$ cat src/rtl/acc_alu_pkg.sv
package acc_alu_pkg;

    localparam int DATA_W = 8;
    localparam int WIDE_W = 2 * DATA_W;
    localparam int CODE_W = 5;

    typedef enum logic [CODE_W-1:0] {
        OP_ADD = 5'd0,
        OP_ADC = 5'd1,
        OP_SUB = 5'd2,
        OP_SBB = 5'd3,
        OP_AND = 5'd4,
        OP_OR  = 5'd5,
        OP_XOR = 5'd6,
        OP_CMP = 5'd7,
        OP_INC = 5'd8,
        OP_DEC = 5'd9,
        OP_CMA = 5'd10,
        OP_STC = 5'd11,
        OP_CMC = 5'd12,
        OP_RLC = 5'd13,
        OP_RRC = 5'd14,
        OP_RAL = 5'd15,
        OP_RAR = 5'd16,
        OP_DAA = 5'd17,
        OP_DAD = 5'd18
    } op_e;

    typedef enum logic [1:0] {
        ROT_LEFT_RING  = 2'd0,
        ROT_RIGHT_RING = 2'd1,
        ROT_LEFT_CY    = 2'd2,
        ROT_RIGHT_CY   = 2'd3
    } rot_e;

    typedef enum logic {
        ST_IDLE = 1'b0,
        ST_EMIT = 1'b1
    } state_e;

    typedef struct packed {
        logic s;
        logic z;
        logic ac;
        logic p;
        logic cy;
    } flags_t;

    function automatic flags_t szp_flags(input logic [DATA_W-1:0] r,
                                         input logic ac, input logic cy);
        flags_t f;
        f.s  = r[DATA_W-1];
        f.z  = (r == '0);
        f.ac = ac;
        f.p  = ~^r;
        f.cy = cy;
        return f;
    endfunction

endpackage

$ cat src/rtl/alu_addsub.sv
module alu_addsub #(
    parameter int DW = 8
) (
    input  logic [DW-1:0] a,
    input  logic [DW-1:0] b,
    input  logic          cin,
    input  logic          sub,
    output logic [DW-1:0] sum,
    output logic          cy,
    output logic          hc
);
    localparam int HW = DW / 2;

    logic [DW-1:0] b_eff;
    logic          c_eff;
    logic [DW:0]   full;
    logic [HW:0]   half;

    // Subtraction is done as a + ~b + ~borrow; carry flags are then inverted
    always_comb begin
        b_eff = sub ? ~b : b;
        c_eff = sub ? ~cin : cin;
        full  = {1'b0, a} + {1'b0, b_eff} + {{DW{1'b0}}, c_eff};
        half  = {1'b0, a[HW-1:0]} + {1'b0, b_eff[HW-1:0]} + {{HW{1'b0}}, c_eff};
        sum   = full[DW-1:0];
        cy    = full[DW] ^ sub;
        hc    = half[HW] ^ sub;
    end

endmodule

$ cat src/rtl/alu_rotdaa.sv
module alu_rotdaa
    import acc_alu_pkg::*;
#(
    parameter int DW = DATA_W
) (
    input  logic [DW-1:0] a,
    input  logic          cy_in,
    input  logic          ac_in,
    input  rot_e          rot_sel,
    output logic [DW-1:0] rot_res,
    output logic          rot_cy,
    output logic [DW-1:0] daa_res,
    output logic          daa_cy,
    output logic          daa_ac
);
    localparam int HW = DW / 2;
    localparam logic [HW-1:0] NIB_MAX = HW'(9);
    localparam logic [DW-1:0] LO_FIX  = DW'(6);
    localparam logic [DW-1:0] HI_FIX  = LO_FIX << HW;

    logic          lo_need;
    logic          hi_need;
    logic [DW:0]   step1;
    logic [HW:0]   lo_sum;

    always_comb begin
        unique case (rot_sel)
            ROT_LEFT_RING:  begin rot_res = {a[DW-2:0], a[DW-1]}; rot_cy = a[DW-1]; end
            ROT_RIGHT_RING: begin rot_res = {a[0], a[DW-1:1]};    rot_cy = a[0];    end
            ROT_LEFT_CY:    begin rot_res = {a[DW-2:0], cy_in};   rot_cy = a[DW-1]; end
            ROT_RIGHT_CY:   begin rot_res = {cy_in, a[DW-1:1]};   rot_cy = a[0];    end
        endcase
    end

    always_comb begin
        lo_need = (a[HW-1:0] > NIB_MAX) | ac_in;
        step1   = {1'b0, a} + {1'b0, (lo_need ? LO_FIX : '0)};
        lo_sum  = {1'b0, a[HW-1:0]} + {1'b0, (lo_need ? LO_FIX[HW-1:0] : '0)};
        daa_ac  = lo_sum[HW];
        hi_need = (step1[DW-1:HW] > NIB_MAX) | cy_in | step1[DW];
        daa_res = step1[DW-1:0] + (hi_need ? HI_FIX : '0);
        daa_cy  = hi_need;
    end

endmodule

$ cat src/rtl/acc_alu.sv
module acc_alu
    import acc_alu_pkg::*;
(
    input  logic                clk,
    input  logic                rst_n,
    input  logic                in_valid,
    input  logic [CODE_W-1:0]   op_code,
    input  logic [DATA_W-1:0]   acc_in,
    input  logic [DATA_W-1:0]   opnd_in,
    input  logic [WIDE_W-1:0]   pair_in,
    input  logic [WIDE_W-1:0]   hl_in,
    output logic                out_valid,
    output logic [DATA_W-1:0]   result,
    output logic                res_we,
    output logic [WIDE_W-1:0]   hl_out,
    output logic                hl_we,
    output logic [4:0]          flags
);
    state_e state_q, state_d;
    flags_t flg_q, flg_d;
    op_e    op;

    logic [DATA_W-1:0] res_d;
    logic              we_d;
    logic [WIDE_W-1:0] hl_d;
    logic              hlwe_d;

    // main add/subtract/compare path
    logic              main_sub, main_cin;
    logic [DATA_W-1:0] main_sum;
    logic              main_cy, main_hc;
    // increment/decrement path on the operand
    logic [DATA_W-1:0] step_sum;
    logic              step_cy, step_hc;
    // wide add path
    logic [WIDE_W-1:0] wide_sum;
    logic              wide_cy, wide_hc;
    // rotate / decimal adjust
    rot_e              rot_sel;
    logic [DATA_W-1:0] rot_res, daa_res;
    logic              rot_cy, daa_cy, daa_ac;

    assign op = op_e'(op_code);

    always_comb begin
        main_sub = (op == OP_SUB) || (op == OP_SBB) || (op == OP_CMP);
        main_cin = ((op == OP_ADC) || (op == OP_SBB)) ? flg_q.cy : 1'b0;
        unique case (op)
            OP_RRC:  rot_sel = ROT_RIGHT_RING;
            OP_RAL:  rot_sel = ROT_LEFT_CY;
            OP_RAR:  rot_sel = ROT_RIGHT_CY;
            default: rot_sel = ROT_LEFT_RING;
        endcase
    end

    alu_addsub #(.DW(DATA_W)) u_main (
        .a(acc_in), .b(opnd_in), .cin(main_cin), .sub(main_sub),
        .sum(main_sum), .cy(main_cy), .hc(main_hc)
    );

    alu_addsub #(.DW(DATA_W)) u_step (
        .a(opnd_in), .b(DATA_W'(1)), .cin(1'b0), .sub(op == OP_DEC),
        .sum(step_sum), .cy(step_cy), .hc(step_hc)
    );

    alu_addsub #(.DW(WIDE_W)) u_wide (
        .a(hl_in), .b(pair_in), .cin(1'b0), .sub(1'b0),
        .sum(wide_sum), .cy(wide_cy), .hc(wide_hc)
    );

    alu_rotdaa #(.DW(DATA_W)) u_rot (
        .a(acc_in), .cy_in(flg_q.cy), .ac_in(flg_q.ac), .rot_sel(rot_sel),
        .rot_res(rot_res), .rot_cy(rot_cy),
        .daa_res(daa_res), .daa_cy(daa_cy), .daa_ac(daa_ac)
    );

    // per-operation result and flag rules
    always_comb begin
        flg_d  = flg_q;
        res_d  = acc_in;
        we_d   = 1'b0;
        hl_d   = wide_sum;
        hlwe_d = 1'b0;
        case (op)
            OP_ADD, OP_ADC, OP_SUB, OP_SBB: begin
                res_d = main_sum;
                we_d  = 1'b1;
                flg_d = szp_flags(main_sum, main_hc, main_cy);
            end
            OP_CMP: begin
                res_d = main_sum;
                flg_d = szp_flags(main_sum, main_hc, main_cy);
            end
            OP_AND: begin
                res_d = acc_in & opnd_in;
                we_d  = 1'b1;
                flg_d = szp_flags(acc_in & opnd_in, 1'b1, 1'b0);
            end
            OP_OR: begin
                res_d = acc_in | opnd_in;
                we_d  = 1'b1;
                flg_d = szp_flags(acc_in | opnd_in, 1'b0, 1'b0);
            end
            OP_XOR: begin
                res_d = acc_in ^ opnd_in;
                we_d  = 1'b1;
                flg_d = szp_flags(acc_in ^ opnd_in, 1'b0, 1'b0);
            end
            OP_INC, OP_DEC: begin
                res_d = step_sum;
                we_d  = 1'b1;
                flg_d = szp_flags(step_sum, step_hc, flg_q.cy);
            end
            OP_CMA: begin
                res_d = ~acc_in;
                we_d  = 1'b1;
            end
            OP_STC: flg_d.cy = 1'b1;
            OP_CMC: flg_d.cy = ~flg_q.cy;
            OP_RLC, OP_RRC, OP_RAL, OP_RAR: begin
                res_d    = rot_res;
                we_d     = 1'b1;
                flg_d.cy = rot_cy;
            end
            OP_DAA: begin
                res_d = daa_res;
                we_d  = 1'b1;
                flg_d = szp_flags(daa_res, daa_ac, daa_cy);
            end
            OP_DAD: begin
                hlwe_d   = 1'b1;
                flg_d.cy = wide_cy;
            end
            default: ;
        endcase
    end

    // next-state logic
    always_comb begin
        unique case (state_q)
            ST_IDLE: state_d = in_valid ? ST_EMIT : ST_IDLE;
            ST_EMIT: state_d = in_valid ? ST_EMIT : ST_IDLE;
        endcase
    end

    // state register
    always_ff @(posedge clk) begin
        if (!rst_n) state_q <= ST_IDLE;
        else        state_q <= state_d;
    end

    // output and flag registers
    always_ff @(posedge clk) begin
        if (!rst_n) begin
            flg_q  <= '0;
            result <= '0;
            res_we <= 1'b0;
            hl_out <= '0;
            hl_we  <= 1'b0;
        end else if (in_valid) begin
            flg_q  <= flg_d;
            result <= res_d;
            res_we <= we_d;
            hl_out <= hl_d;
            hl_we  <= hlwe_d;
        end else begin
            res_we <= 1'b0;
            hl_we  <= 1'b0;
        end
    end

    assign out_valid = (state_q == ST_EMIT);
    assign flags     = flg_q;

endmodule

$ cat config.mk
export PLATFORM = sky130hd
export DESIGN_NAME = acc_alu
export DESIGN_NICKNAME = d
export VERILOG_FILES = /design/src/rtl/acc_alu_pkg.sv /design/src/rtl/alu_addsub.sv /design/src/rtl/alu_rotdaa.sv /design/src/rtl/acc_alu.sv
export SDC_FILE = /design/constraint.sdc
export NUM_CORES = 1
export LEC_CHECK = 0
export ABC_CLOCK_PERIOD_IN_PS = 5300
export BUFFER_PORTS_ARGS = -buffer_cell sky130_fd_sc_hd__buf_2
export CELL_PAD_IN_SITES_DETAIL_PLACEMENT = 1
export CELL_PAD_IN_SITES_GLOBAL_PLACEMENT = 1
export CORE_UTILIZATION = 42
export DETAILED_ROUTE_END_ITERATION = 8
export GPL_ROUTABILITY_DRIVEN = 0
export PLACE_DENSITY = 0.92
export SLEW_MARGIN = 25
export SYNTH_ARGS = -nofsm -noshare
export SYNTH_HDL_FRONTEND = slang
export SYNTH_SLANG_ARGS = --single-unit
export TNS_END_PERCENT = 30
$ cat constraint.sdc
create_clock -name clk -period 5.3 [get_ports clk]
set_input_delay 1.06 -clock clk [delete_from_list [all_inputs] [get_ports clk]]
set_output_delay 1.06 -clock clk [all_outputs]
set_load 0.02 [all_outputs]
==> results.sh <==
export IMPL_intPower_w=0.000688
export IMPL_critPathRequiredTime_ns=5.47
export IMPL_routed_wl_mm=17.4
export IMPL_vdd_ir_drop_max_uv=115
export IMPL_skew_ns=0.0101
export IMPL_cp_max_fo=9
export IMPL_die_area_um2=11500
export IMPL_path_class="in2reg"
export IMPL_grt_pass1_wl_mm=27.1
export IMPL_p_clk_frac=0.227
export IMPL_io_pins=88
export IMPL_critical_path_top_delay_family="adder cells"
export IMPL_vias=4989
export IMPL_die_h_um=107
export IMPL_synth_edf_count=0
export IMPL_slew_headroom=0.422
export IMPL_cts_tree="yes"
export IMPL_nNetsFinal=795
export IMPL_path_clk_slew_ns=0.08
export IMPL_status="completed"
export IMPL_rsz0062_at_grt="no"
export IMPL_power_frac_seq=0.235
export IMPL_crit_chain="buf_2 > o21ai_0 > nand2b_1 > ha_1 > inv_1 > fa_1 > and3b_2 > o21ai_0 > a221oi_2 > inv_1 > ha_1 > inv_1 > fa_1 > xor2_1 > xnor2_1 > ha_1 > xor2_1 > xnor2_1 > a22oi_1 > o21ai_0 > a31oi_1 > a21oi_1"
export IMPL_critPathArrivalTime_ns=5.14
export IMPL_ys_flop_type="dfxtp_1"
export IMPL_synth_mux_area_frac=0.0327
export IMPL_switching_share=0.416
export IMPL_cap_violations=0
export IMPL_async_reset_ff_frac=0
export IMPL_cpPeakStageDelay_ns=0.45
export IMPL_netlist_instances=583
export IMPL_final_util=0.504
export IMPL_power_switching_w=0.000490
export IMPL_p_leak_nw=2.52
export IMPL_synth_xor_area_share=0.113
export IMPL_cts_buffers=5
export IMPL_critPathBufInv=4
export IMPL_synth_simple_area_share=0.149
export IMPL_finalSetupViolations=0
export IMPL_yosysWarningCount=0
export IMPL_fmax_mhz=201
export IMPL_syn_to_final_growth_pct=14.4
export IMPL_die_width_um=107
export IMPL_critPathLaunchType="input port"
export IMPL_worst_pin_slew_ns=0.859
export IMPL_cts_resized=0
export IMPL_drv_slew=0
export IMPL_cts_hold_buf=0
export IMPL_syn_cell_area_um2=4630
export IMPL_endpoint_kind="register"
export IMPL_powerDensity_nw_per_um2=222
export IMPL_num_fill_cells=1322
export IMPL_antennaDiodeCount=0
export IMPL_dp_final_hpwl_mm=13.5
export IMPL_grt_pass1_vias=5322
export IMPL_yosys_register_bits=32
export IMPL_drtIter0Drc=430
export IMPL_h_tree_depth=2
export IMPL_grt_max_degree=31
export IMPL_finalInstanceArea_um2=5300
export IMPL_globalRouteTotalUtil=0.308
export IMPL_drive_gt1_frac=0.179
export IMPL_fp_row_count=37
export IMPL_layout_commonest_cell="buf_2"
export IMPL_ys_seq_area_frac=0.138
export IMPL_synth_compound_area_frac=0.270
export IMPL_root_buffer="clkbuf_8"
export IMPL_wl_per_cell_um=21.9
export IMPL_hold_violations=0
export IMPL_synthAdderAreaFrac=0.226
export IMPL_ctsLongestPathBuffers=2
export IMPL_ant_nets=0
export IMPL_viasPerCell=6.27
export IMPL_insertion_delay_ns=0.29
export IMPL_power_w=0.00118
export IMPL_slowest_stage="fa_1"
export IMPL_syn_nets=719
export IMPL_min_path_type="reg2reg"
export IMPL_clock_sinks=32
export IMPL_cts_setup_buffers=0
export IMPL_placedInstanceArea_um2=5160
export IMPL_overflow=0
export IMPL_syn_avg_cell_area_um2=7.95
export IMPL_synthDistinctLibCells=73
export IMPL_grt_antenna_before_repair=0
export IMPL_port_buffers=87
export IMPL_layout_min_cycle_time_ns=4.97
export IMPL_initial_core_util=0.441
export IMPL_layout_common_cells="buf_2, ha_1, inv_1"
export IMPL_post_route_period_util=0.937
export IMPL_drc_errors=0
export IMPL_pwr_share_comb=0.538
export IMPL_setup_tns_ns=0
export IMPL_drt_first_pass_iters=5
export IMPL_core_um2=10500
export IMPL_synth_top_family_by_area="compound AO/OA/AOI/OAI gates"
-- synth_stat cells (all sizes together), types with 3 or more instances --
cell | n | share of area
ha | 74 | 0.20
inv | 51 | 0.041
o21ai | 47 | 0.052
nand2 | 41 | 0.033
xnor2 | 37 | 0.070
a21oi | 34 | 0.040
dfxtp | 32 | 0.14
nor2 | 29 | 0.023
xor2 | 23 | 0.043
buf | 16 | 0.021
mux2i | 14 | 0.030
a31oi | 12 | 0.016
a21o | 11 | 0.018
nor2b | 11 | 0.015
clkbuf | 10 | 0.0081
nand2b | 9 | 0.012
nand3 | 8 | 0.0086
o22ai | 8 | 0.011
o21a | 7 | 0.011
o21bai | 7 | 0.011
a211oi | 6 | 0.0097
fa | 6 | 0.026
nor3 | 6 | 0.0065
and2 | 5 | 0.0068
nand4 | 5 | 0.0068
o211ai | 5 | 0.0081
a21boi | 4 | 0.0065
o2111ai | 4 | 0.0076
o221ai | 4 | 0.0076
a2111oi | 3 | 0.0070
a221oi | 3 | 0.0057
a22oi | 3 | 0.0049
nor3b | 3 | 0.0081
o211a | 3 | 0.0065
o31a | 3 | 0.0057
o31ai | 3 | 0.0049
-- worst paths after layout --
check / startpoint / to / slack [ns] / cells past startpoint
min reg2reg: result[6]$_SDFFE_PN0P_ / result[6]$_SDFFE_PN0P_ / 0.47 / 2
min: result[6]$_SDFFE_PN0P_ / result[6]$_SDFFE_PN0P_ / 0.47 / 2
max: acc_in[1] / flags[1]$_SDFFE_PN0P_ / 0.33 / 22
max reg2reg: flags[2]$_SDFFE_PN0P_ / flags[1]$_SDFFE_PN0P_ / 0.92 / 20
-- power by group through the flow --
stage | combinational [W] | sequential, W | clock [W]
4_1_cts | 0.000623 | 0.000276 | 0.000270
6_report | 0.000633 | 0.000277 | 0.000268
5_1_grt | 0.000685 | 0.000279 | 0.000278
3_3_place_gp | 0.000574 | 0.000280 | 0
2_1_floorplan | 0.000404 | 0.000305 | 0
3_5_place_dp | 0.000609 | 0.000281 | 0
-- cell families (layout without fill, tap and decap cells) --
logic type	count (synthesis)	count (layout)
adders and majority gates	80	80
DFF	32	32
AOI/OAI and AO/OA	185	185
and+or+nand+nor	133	133
buffers and inverters	78	155
xor gates and xnor gates	60	60
muxes	15	15
-- flip-flops by register name, indices dropped and copies added, names as in the netlist --
signal	cells
flags	5
hl_out	16
hl_we	1
out_valid	1
res_we	1
result	8
-- layer usage --
layer	up-vias	share of wire	track usage
li1	2262	-	-
met2	267	0.47	0.526
met3	96	0.073	0.0492
met4	0	0.073	0.208
met5	-	0	0
met1	2364	0.38	0.351
-- worst min-delay path, stage by stage, from the launching register on --
cell     delay [ns]
dfxtp_1        0.31
nand2_1        0.06
o21ai_1        0.06
-- through the flow --
step / cells / hold WS (ns) / setup WS, ns
6_report: 796 / 0.473 / 0.332
5_1_grt: 796 / 0.511 / 0.0514
4_1_cts: 796 / 0.482 / 0.323
3_5_place_dp: 788 / 0.453 / 0.208
3_3_place_gp: 788 / 0.432 / 0.464
2_1_floorplan: 583 / 0.453 / 0.507
-- layout make-up --
cell class | count | area (µm²) | area share
Clock buffer | 7 | 96.3 | 0.0182
Clock inverter | 1 | 30.0 | 0.00567
Tap cell | 136 | 170 | 0.0321
Sequential cell | 32 | 641 | 0.121
Timing Repair Buffer | 95 | 495 | 0.0935
Inverter | 52 | 195 | 0.0368
Multi-Input combinational cell | 473 | 3670 | 0.693
Note: power is estimated with default switching activity, not from simulation.
